**config.mk**
```make
export PLATFORM = sky130hd
export DESIGN_NAME = pci_xlat_unit
export DESIGN_NICKNAME = d
export VERILOG_FILES = /design/src/rtl/pci_xlat_pkg.sv /design/src/rtl/pci_xlat_regs.sv /design/src/rtl/pci_xlat_match.sv /design/src/rtl/pci_xlat_lookup.sv /design/src/rtl/pci_xlat_unit.sv
export SDC_FILE = /design/constraint.sdc
export NUM_CORES = 2
export LEC_CHECK = 0
export CORE_MARGIN = 3
export CORE_UTILIZATION = 40
export CTS_CLUSTER_SIZE = 16
export DETAILED_ROUTE_END_ITERATION = 12
export GPL_ROUTABILITY_DRIVEN = 0
export PLACE_DENSITY = 0.6
export SYNTH_ARGS = -nofsm -noshare
export SYNTH_HDL_FRONTEND = slang
export SYNTH_SLANG_ARGS = --single-unit
```
**constraint.sdc**
```tcl
create_clock -name clk -period 21.1 [get_ports clk]
set_clock_uncertainty 0.2 [all_clocks]
set_input_delay 4.22 -clock clk [delete_from_list [all_inputs] [get_ports clk]]
set_output_delay 4.22 -clock clk [all_outputs]
set_load 0.05 [all_outputs]
```
**src/rtl/pci_xlat_pkg.sv**
```systemverilog
package pci_xlat_pkg;
  localparam int REG_W      = 32;
  localparam int REG_AW     = 12;
  localparam int PAGE_SHIFT = 12;
  localparam int LA_W       = REG_W + PAGE_SHIFT;

  // full register contents of one window
  typedef struct packed {
    logic [REG_W-1:0] tgt;
    logic [REG_W-1:0] ext;
    logic [REG_W-1:0] base;
    logic [REG_W-1:0] attr;
  } win_regs_t;

  // the part of a window a lookup needs
  typedef struct packed {
    logic [REG_W-1:0] tgt;
    logic [REG_W-1:0] base;
    logic             en;
    logic [5:0]       size_code;
  } win_map_t;
endpackage

```
**src/rtl/pci_xlat_regs.sv**
```systemverilog
module pci_xlat_regs
  import pci_xlat_pkg::*;
#(
  parameter int NUM_OB = 4,  // 1..7
  parameter int NUM_IB = 3   // 1..3
) (
  input  logic                     clk,
  input  logic                     rst_n,
  input  logic [REG_AW-1:0]        reg_addr,
  input  logic                     reg_we,
  input  logic [REG_W-1:0]         reg_wdata,
  output logic [REG_W-1:0]         reg_rdata,
  output win_map_t [NUM_OB-1:0]    ob_map,
  output win_map_t [NUM_IB-1:0]    ib_map
);
  win_regs_t [NUM_OB-1:0] ob_q;
  win_regs_t [NUM_IB-1:0] ib_q;
  logic [REG_W-1:0]       tmr_q;

  logic ob_grp, ib_grp, tmr_grp;
  logic [4:0] sub;

  assign ob_grp  = (reg_addr[11:8] == 4'hC);
  assign ib_grp  = (reg_addr[11:7] == 5'b11011);
  assign tmr_grp = (reg_addr[11:5] == 7'h71);
  assign sub     = reg_addr[4:0];

  always_ff @(posedge clk or negedge rst_n) begin
    if (!rst_n) begin
      ob_q  <= '0;
      ib_q  <= '0;
      tmr_q <= '0;
    end else if (reg_we) begin
      for (int k = 0; k < NUM_OB; k++) begin
        if (ob_grp && reg_addr[7:5] == 3'(k + 1)) begin
          case (sub)
            5'h00: ob_q[k].tgt  <= reg_wdata;
            5'h04: ob_q[k].ext  <= reg_wdata;
            5'h08: ob_q[k].base <= reg_wdata;
            5'h10: ob_q[k].attr <= reg_wdata;
            default: ;
          endcase
        end
      end
      for (int k = 0; k < NUM_IB; k++) begin
        if (ib_grp && reg_addr[6:5] == 2'(k + 1)) begin
          case (sub)
            5'h00: ib_q[k].tgt  <= reg_wdata;
            5'h08: ib_q[k].base <= reg_wdata;
            5'h0C: ib_q[k].ext  <= reg_wdata;
            5'h10: ib_q[k].attr <= reg_wdata;
            default: ;
          endcase
        end
      end
      if (tmr_grp) tmr_q <= reg_wdata;
    end
  end

  always_comb begin
    reg_rdata = '0;
    for (int k = 0; k < NUM_OB; k++) begin
      if (ob_grp && reg_addr[7:5] == 3'(k + 1)) begin
        case (sub)
          5'h00: reg_rdata = ob_q[k].tgt;
          5'h04: reg_rdata = ob_q[k].ext;
          5'h08: reg_rdata = ob_q[k].base;
          5'h10: reg_rdata = ob_q[k].attr;
          default: ;
        endcase
      end
    end
    for (int k = 0; k < NUM_IB; k++) begin
      if (ib_grp && reg_addr[6:5] == 2'(k + 1)) begin
        case (sub)
          5'h00: reg_rdata = ib_q[k].tgt;
          5'h08: reg_rdata = ib_q[k].base;
          5'h0C: reg_rdata = ib_q[k].ext;
          5'h10: reg_rdata = ib_q[k].attr;
          default: ;
        endcase
      end
    end
    if (tmr_grp) reg_rdata = tmr_q;
  end

  for (genvar k = 0; k < NUM_OB; k++) begin : g_ob_map
    assign ob_map[k] = '{tgt: ob_q[k].tgt, base: ob_q[k].base,
                         en: ob_q[k].attr[31], size_code: ob_q[k].attr[5:0]};
  end
  for (genvar k = 0; k < NUM_IB; k++) begin : g_ib_map
    assign ib_map[k] = '{tgt: ib_q[k].tgt, base: ib_q[k].base,
                         en: ib_q[k].attr[31], size_code: ib_q[k].attr[5:0]};
  end

  AST_LOW_SPACE_READS_ZERO: assert property (@(posedge clk) disable iff (!rst_n)
    (reg_addr[11:10] != 2'b11) |-> (reg_rdata == '0));

  AST_TIMER_WRITE_LANDS: assert property (@(posedge clk) disable iff (!rst_n)
    (reg_we && tmr_grp) |=> (tmr_q == $past(reg_wdata)));
endmodule

```
**src/rtl/pci_xlat_match.sv**
```systemverilog
module pci_xlat_match
  import pci_xlat_pkg::*;
(
  input  win_map_t         win,
  input  logic [LA_W-1:0]  addr,
  output logic             hit,
  output logic [LA_W-1:0]  xlat
);
  logic [LA_W-1:0] base_a;
  logic [LA_W-1:0] diff;
  logic [6:0]      size_log2;
  logic            in_size;

  assign base_a    = {win.base, {PAGE_SHIFT{1'b0}}};
  assign diff      = addr - base_a;
  assign size_log2 = {1'b0, win.size_code} + 7'd1;
  assign in_size   = (size_log2 >= 7'(LA_W)) ? 1'b1 : ((diff >> size_log2) == '0);
  assign hit       = win.en && (addr >= base_a) && in_size;
  assign xlat      = {win.tgt, {PAGE_SHIFT{1'b0}}} + diff;
endmodule

```
**src/rtl/pci_xlat_lookup.sv**
```systemverilog
module pci_xlat_lookup
  import pci_xlat_pkg::*;
#(
  parameter int NUM_WIN = 4
) (
  input  logic                   clk,
  input  logic                   rst_n,
  input  win_map_t [NUM_WIN-1:0] wins,
  input  logic [LA_W-1:0]        addr,
  output logic                   hit,
  output logic [LA_W-1:0]        xlat
);
  logic [NUM_WIN-1:0] m_hit;
  logic [NUM_WIN-1:0] m_en;
  logic [LA_W-1:0]    m_xlat [NUM_WIN];

  for (genvar k = 0; k < NUM_WIN; k++) begin : g_win
    pci_xlat_match u_match (
      .win  (wins[k]),
      .addr (addr),
      .hit  (m_hit[k]),
      .xlat (m_xlat[k])
    );
    assign m_en[k] = wins[k].en;
  end

  // scan from the top so the lowest index overrides
  always_comb begin
    hit  = 1'b0;
    xlat = addr;
    for (int k = NUM_WIN - 1; k >= 0; k--) begin
      if (m_hit[k]) begin
        hit  = 1'b1;
        xlat = m_xlat[k];
      end
    end
  end

  AST_HIT_NEEDS_ENABLE: assert property (@(posedge clk) disable iff (!rst_n)
    hit |-> (|m_en));

  AST_WINDOW0_WINS: assert property (@(posedge clk) disable iff (!rst_n)
    m_hit[0] |-> (hit && xlat == m_xlat[0]));
endmodule

```
**src/rtl/pci_xlat_unit.sv**
```systemverilog
module pci_xlat_unit
  import pci_xlat_pkg::*;
#(
  parameter int NUM_OB = 4,
  parameter int NUM_IB = 3
) (
  input  logic              clk,
  input  logic              rst_n,
  input  logic [11:0]       reg_addr,
  input  logic              reg_we,
  input  logic [31:0]       reg_wdata,
  output logic [31:0]       reg_rdata,
  input  logic [43:0]       ob_addr,
  output logic              ob_hit,
  output logic [43:0]       ob_xlat,
  input  logic [43:0]       ib_addr,
  output logic              ib_hit,
  output logic [43:0]       ib_xlat
);
  win_map_t [NUM_OB-1:0] ob_map;
  win_map_t [NUM_IB-1:0] ib_map;

  pci_xlat_regs #(.NUM_OB(NUM_OB), .NUM_IB(NUM_IB)) u_regs (
    .clk       (clk),
    .rst_n     (rst_n),
    .reg_addr  (reg_addr),
    .reg_we    (reg_we),
    .reg_wdata (reg_wdata),
    .reg_rdata (reg_rdata),
    .ob_map    (ob_map),
    .ib_map    (ib_map)
  );

  pci_xlat_lookup #(.NUM_WIN(NUM_OB)) u_ob (
    .clk (clk), .rst_n (rst_n), .wins (ob_map),
    .addr (ob_addr), .hit (ob_hit), .xlat (ob_xlat)
  );

  pci_xlat_lookup #(.NUM_WIN(NUM_IB)) u_ib (
    .clk (clk), .rst_n (rst_n), .wins (ib_map),
    .addr (ib_addr), .hit (ib_hit), .xlat (ib_xlat)
  );

  AST_OB_QUIET_WITHOUT_WRITE: assert property (@(posedge clk) disable iff (!rst_n)
    ($stable(ob_addr) && !$past(reg_we)) |-> ($stable(ob_hit) && $stable(ob_xlat)));

  AST_IB_QUIET_WITHOUT_WRITE: assert property (@(posedge clk) disable iff (!rst_n)
    ($stable(ib_addr) && !$past(reg_we)) |-> ($stable(ib_hit) && $stable(ib_xlat)));
endmodule

```
# Yosys cells after proc, flatten, opt, wreduce, memory -nomap -nowiden
# Cells that the tools add are included.
# classes
n_addsub	21
n_mul	0
div	0
order_cmp	14
eq_ne	14
shift	7
n_mux	36
bitwise	0
n_reduce_logical	58
# op_table
cell	n
$pmux 32 s4	7
$add 44x44->44	7
$ge 44x44->1	7
$logic_not 44->1	7
$mux 44	7
$shr 44x7->44	7
$sub 44x44->44	7
$mux 32	8
$reduce_and 3->1	28
$add 6x1->7 const B	7
$ge 7x6->1 const B	7
$logic_and 1x1->1	21
$mux 1	14
$eq 5x4->1 const B	2
$eq 5x5->1 const B	2
$eq 7x7->1 const B	1
$eq 3x2->1 const B	2
$eq 5x3->1 const B	1
$logic_not 5->1	1
$eq 2x2->1 const B	2
$eq 4x4->1 const B	1
$eq 3x1->1 const B	1
$eq 3x3->1 const B	1
$eq 2x1->1 const B	1
$reduce_and 2->1	1
# word_totals
register_bits	928
latch_bits	0
ramBits	0
romBits	0
inputBits	135
mem_count	0

# Logic depth before layout (Yosys ltp)
# depth
word_depth	16
depth_mapped	28
mapped_depth_nobuf	28

# Hierarchy
# Synthesis repeated with hierarchy kept, for this count alone.
# hier_totals
hier_cells	9280
area_unflattened_um2	84337.1
# by_module_without_submodules
mod	instances	cells_per_inst	area_per_inst_um2
pci_xlat_regs	1	3578	45222.1
pci_xlat_match (u_ob.g_win[0].u_match ...)	3	721	4807.1
pci_xlat_match (u_ib.g_win[0].u_match ...)	2	783	5320.1
pci_xlat_match (u_ob.g_win[3].u_match)	1	760	5188.7
pci_xlat_match (u_ib.g_win[2].u_match)	1	806	5180.0
pci_xlat_lookup (u_ob)	1	205	1849.3
pci_xlat_lookup (u_ib)	1	202	1835.5

# Worst setup path after synthesis
# No wires, ideal clock.
# synth_path
kind	input port to output port
start	input port ob_addr[12]
end	output port ob_xlat[43]
t_arrival_ns	10.203
t_required_ns	16.680
path_slack_ns	6.477
stages	26
n_path_buf	0
cell_sequence	inv_1 -> ha_1 -> fa_1 -> nor2b_1 -> o31a_1 -> o21ai_0 -> a21oi_1 -> xor2_1 -> ha_1 -> a21oi_1 -> o21ai_0 -> nor2_1 -> a211oi_1 -> o31ai_1 -> a2bb2oi_1 -> a21oi_1 -> o41ai_1 -> nor4b_1 -> o31ai_1 -> o211ai_1 -> a22oi_1 -> o2111ai_1 -> nand2_1 -> nor4_1 -> a311o_1 -> a211oi_1
# synth_via
elab_chain_cells	9
word_cells_on_any_way	36
cone_classes	8 x add/sub; 4 x order compare; 4 x shift; 8 x mux; 12 x reduce/logical
# synth_lines
item	line	source
start, declared	pci_xlat_unit.sv:13	input logic [43:0] ob_addr,
$sub 44x44->44	pci_xlat_match.sv:15	assign diff = addr - base_a;
$shr 44x7->44	pci_xlat_match.sv:17	assign in_size = (size_log2 >= 7'(LA_W)) ? 1'b1 : ((diff >> size_log2) == '0);
$logic_not 44->1	pci_xlat_match.sv:17	
$mux 1	pci_xlat_match.sv:17	
$logic_and 1x1->1	pci_xlat_match.sv:18	assign hit = win.en && (addr >= base_a) && in_size;
$mux 44 (3 in a row)	pci_xlat_lookup.sv:32	if (m_hit[k]) begin
$mux 44 *	pci_xlat_lookup.sv:32	
end, declared	pci_xlat_unit.sv:15	output logic [43:0] ob_xlat,
# Every way passes the cells marked *; elsewhere a longest branch is shown, timed or not.

# Final worst setup path
# Same ends and word-level chain as after synthesis.

==> results.json <==
{
  "dpl_cell_area_mm2": 0.08084,
  "r2r_cells": 2,
  "rsz0062_at_grt": "false",
  "grt_pass1_wl_mm": 464.2,
  "detail_route.drc_violations": 0,
  "cp_max_fo": 5,
  "powerDensity_mw_per_mm2": 53.92,
  "grt_util_met2_pct": 45.26,
  "synthXorXnorAreaFrac_pct": 3.990,
  "final-setup-viol-count": 0,
  "startpoint": "ob_addr[12]",
  "grt_pass1_vias": 66150,
  "synthFlopType": "dfrtp_1",
  "root_buffer": "clkbuf_16",
  "dp_cells": 10970,
  "areaGrowthSynthToFinish_pct": 11.39,
  "start_kind": "primary input",
  "totalPowerFinal_mw": 4.575,
  "clockBufferDepth": 3,
  "io_pins": 257,
  "finalHoldViolations": 0,
  "firstDrtPassIters": 7,
  "status": "complete, no violations",
  "rows": 159,
  "final_nets": 9158,
  "hpwl_mm": 239.8,
  "max_freq_ghz": 0.05802,
  "tightest_slew_ns": 1.404,
  "fin_crit_sh_pct": 81.69,
  "r2r_slack_ns": 18.48,
  "io_buffer_count": 256,
  "critPathArrivalTime_ns": 12.82,
  "final_layout_size_suffix_gt1_share_pct": 14.37,
  "coreArea_mm2": 0.1886,
  "ir_drop_mv": 0.06277,
  "postRouteAntennaNets": 0,
  "tritoncts": "built",
  "clk_pin_slew_ns": 0.06,
  "ys_seq_area_share_pct": 30.49,
  "path_class": "primary input to output port",
  "slew_violations": 0,
  "insertion_delay_ns": 0.82,
  "syn_area_mm2": 0.07616,
  "viasPerCell": 6.500,
  "cts_buffers": 108,
  "critPathCapture": "ob_xlat[43]",
  "antenna_found_initial": 13,
  "cp-end-kind": "output port",
  "cts_htree_levels": 3,
  "start_util_pct": 40.38,
  "layoutNonFillerInstCount": 11180,
  "yosysWarnings": 0,
  "die_w_um": 442.4,
  "synth_compound_area_share_pct": 23.35,
  "cts_setup_buffers": 0,
  "timing.hold.ws_ns": 0.3037,
  "finalCriticalPeriod_ns": 17.24,
  "grtUsageTotal_pct": 31.41,
  "synth_mux_area_share_pct": 15.51,
  "synth_top_family_by_area": "compound AO/OA/AOI/OAI gates",
  "cp.required_ns": 16.68,
  "syn-mean-instance-area_um2": 8.774,
  "fin_area_mm2": 0.08484,
  "die_h_um": 442.4,
  "synthCells": 8681,
  "hold_start": "u_regs.tmr_q[10]$_DFFE_PN0P_",
  "grt_use_met3_pct": 5.540,
  "busiest_layer": "met2",
  "async_flop_share_pct": 100.0,
  "drt-total-wl_mm": 321.9,
  "cts_sinks": 928,
  "min_path_type": "flip-flop to flip-flop",
  "power.leakage_nw": 38.88,
  "syn-num-nets": 9257,
  "dieArea_mm2": 0.1957,
  "num_vias": 72640,
  "cts.repair.resized": 0,
  "cts_hold_buf": 0,
  "r2r-start": "u_regs.ob_map[0]$_DFFE_PN0P_",
  "drv_cap": 0,
  "grt_max_degree": 157,
  "synth_enable_flop_cells": 0,
  "relSlewSlack_pct": 3.969,
  "first_iter_violations": 9268,
  "synth_adder_area_share_pct": 7.438,
  "wl_per_cell_um": 28.81,
  "reg2reg_to": "u_regs.ob_map[0]$_DFFE_PN0P_",
  "grt-ovfl-total": 0,
  "ys_ff_latch": 928,
  "use_met1_pct": 44.25,
  "synth-simple-area-share_pct": 13.85,
  "tns_ns": 0,
  "synth_cell_types": 107
}
==> Yosys cell counts, types with 74 or more instances <==
library cell,count,area (um^2)
dfrtp_1,928,23220
mux2_2,728,8198
nand2_1,684,2567
nor2_1,656,2462
o21ai_0,582,2913
clkbuf_1,504,1892
a21oi_1,475,2377
inv_1,440,1652
ha_1,427,5343
mux2i_1,298,2983
a221oi_1,221,1936
xnor2_1,221,1936
nor3_1,189,945.9
a21o_1,178,1336
nand3_1,142,710.7
xor2_1,126,1104
a211oi_1,104,780.8
o211ai_1,102,765.7
a31oi_1,99,619.3
o21a_1,80,600.6
and3_1,75,469.2
nand2b_1,74,462.9
==> power breakdown <==
part / internal, mW / switching, mW
clock network: 1.23 / 0.882
logic: 0.214 / 0.447
registers: 1.79 / 0.0120
total: 3.23 / 1.34
==> metrics by stage <==
stage	setup WS [ns]	util (%)
2_1_floorplan	6.477	-
3_3_place_gp	4.351	42.86
3_5_place_dp	4.187	42.86
4_1_cts	4.154	44.98
5_1_grt	3.710	44.98
6_report	3.864	44.99
==> registers in the layout (all words and copies together) (netlist names) <==
register       count
u_regs.ob_q      228
u_regs.ib_map    213
u_regs.ib_q      171
u_regs.tmr_q      32
u_regs.ob_map    284
==> cell type report <==
class                           instances  area, um^2
Fill cell                           18180      103800
Multi-Input combinational cell       6694       49110
Sequential cell                       928       23230
Timing Repair Buffer                  402        3694
Tap cell                             2495        3122
Clock buffer                          143        3084
Inverter                              448        1682
Clock inverter                         60       904.6
Antenna cell                            5       12.51
==> kinds of logic after synthesis <==
group,after synthesis
AOI/OAI and AO/OA,2587
DFF,928
xor gates and xnor gates,347
adders and majority gates,445
and+or+nand+nor,2261
muxes,1054
buffers and inverters,1059
==> worst min path at each step <==
stage,endpoint,slack (ns),cells past startpoint
CTS,u_regs.tmr_q[5]$_DFFE_PN0P_,0.30,1
global placement,u_regs.tmr_q[6]$_DFFE_PN0P_,0.28,1
global route,u_regs.tmr_q[22]$_DFFE_PN0P_,0.31,1
detailed placement,u_regs.tmr_q[5]$_DFFE_PN0P_,0.29,1
floorplan,u_regs.tmr_q[0]$_DFFE_PN0P_,0.27,1
finish,u_regs.tmr_q[10]$_DFFE_PN0P_,0.30,1
==> critical path, cell delays in order <==
cell and delay (ns):
clkdlybuf4s50_1 0.48, inv_1 0.30, ha_1 0.25, inv_1 0.06, fa_1 0.40, a21o_1 0.20, a211o_1 0.33, a2111oi_0 0.51
nor2_1 0.19, xor2_1 0.43, ha_1 0.37, a21o_1 0.20, a21oi_1 0.35, nand2b_1 0.09, a21oi_1 0.22, o21ai_0 0.20
nand3_1 0.18, o21ai_0 0.21, o41ai_1 0.90, o21a_1 0.30, a2111oi_0 0.15, nor2_1 0.14, a211o_1 0.19, mux2i_1 0.20
a41oi_1 0.23, a211oi_1 0.54, clkdlybuf4s50_1 0.96
==> cells in the final DEF, fill, tap and decap left out, types with 126 or more instances in the layout <==
master,count
a21o_1,178
a21oi_1,475
a221oi_1,221
buf_4,142
clkdlybuf4s50_1,249
dfrtp_1,923
ha_1,427
inv_1,440
mux2_2,728
mux2i_1,298
nand2_1,682
nand3_1,142
nor2_1,627
nor3_1,186
o21ai_0,582
xnor2_1,221
xor2_1,126
==> per-layer routing <==
layer	wire (um)	part of all wire, %
met4	21130	6.6
met3	30560	9.5
met2	132900	41
met5	22	0.0068
met1	137200	43
(Power assumes the default switching activity.)
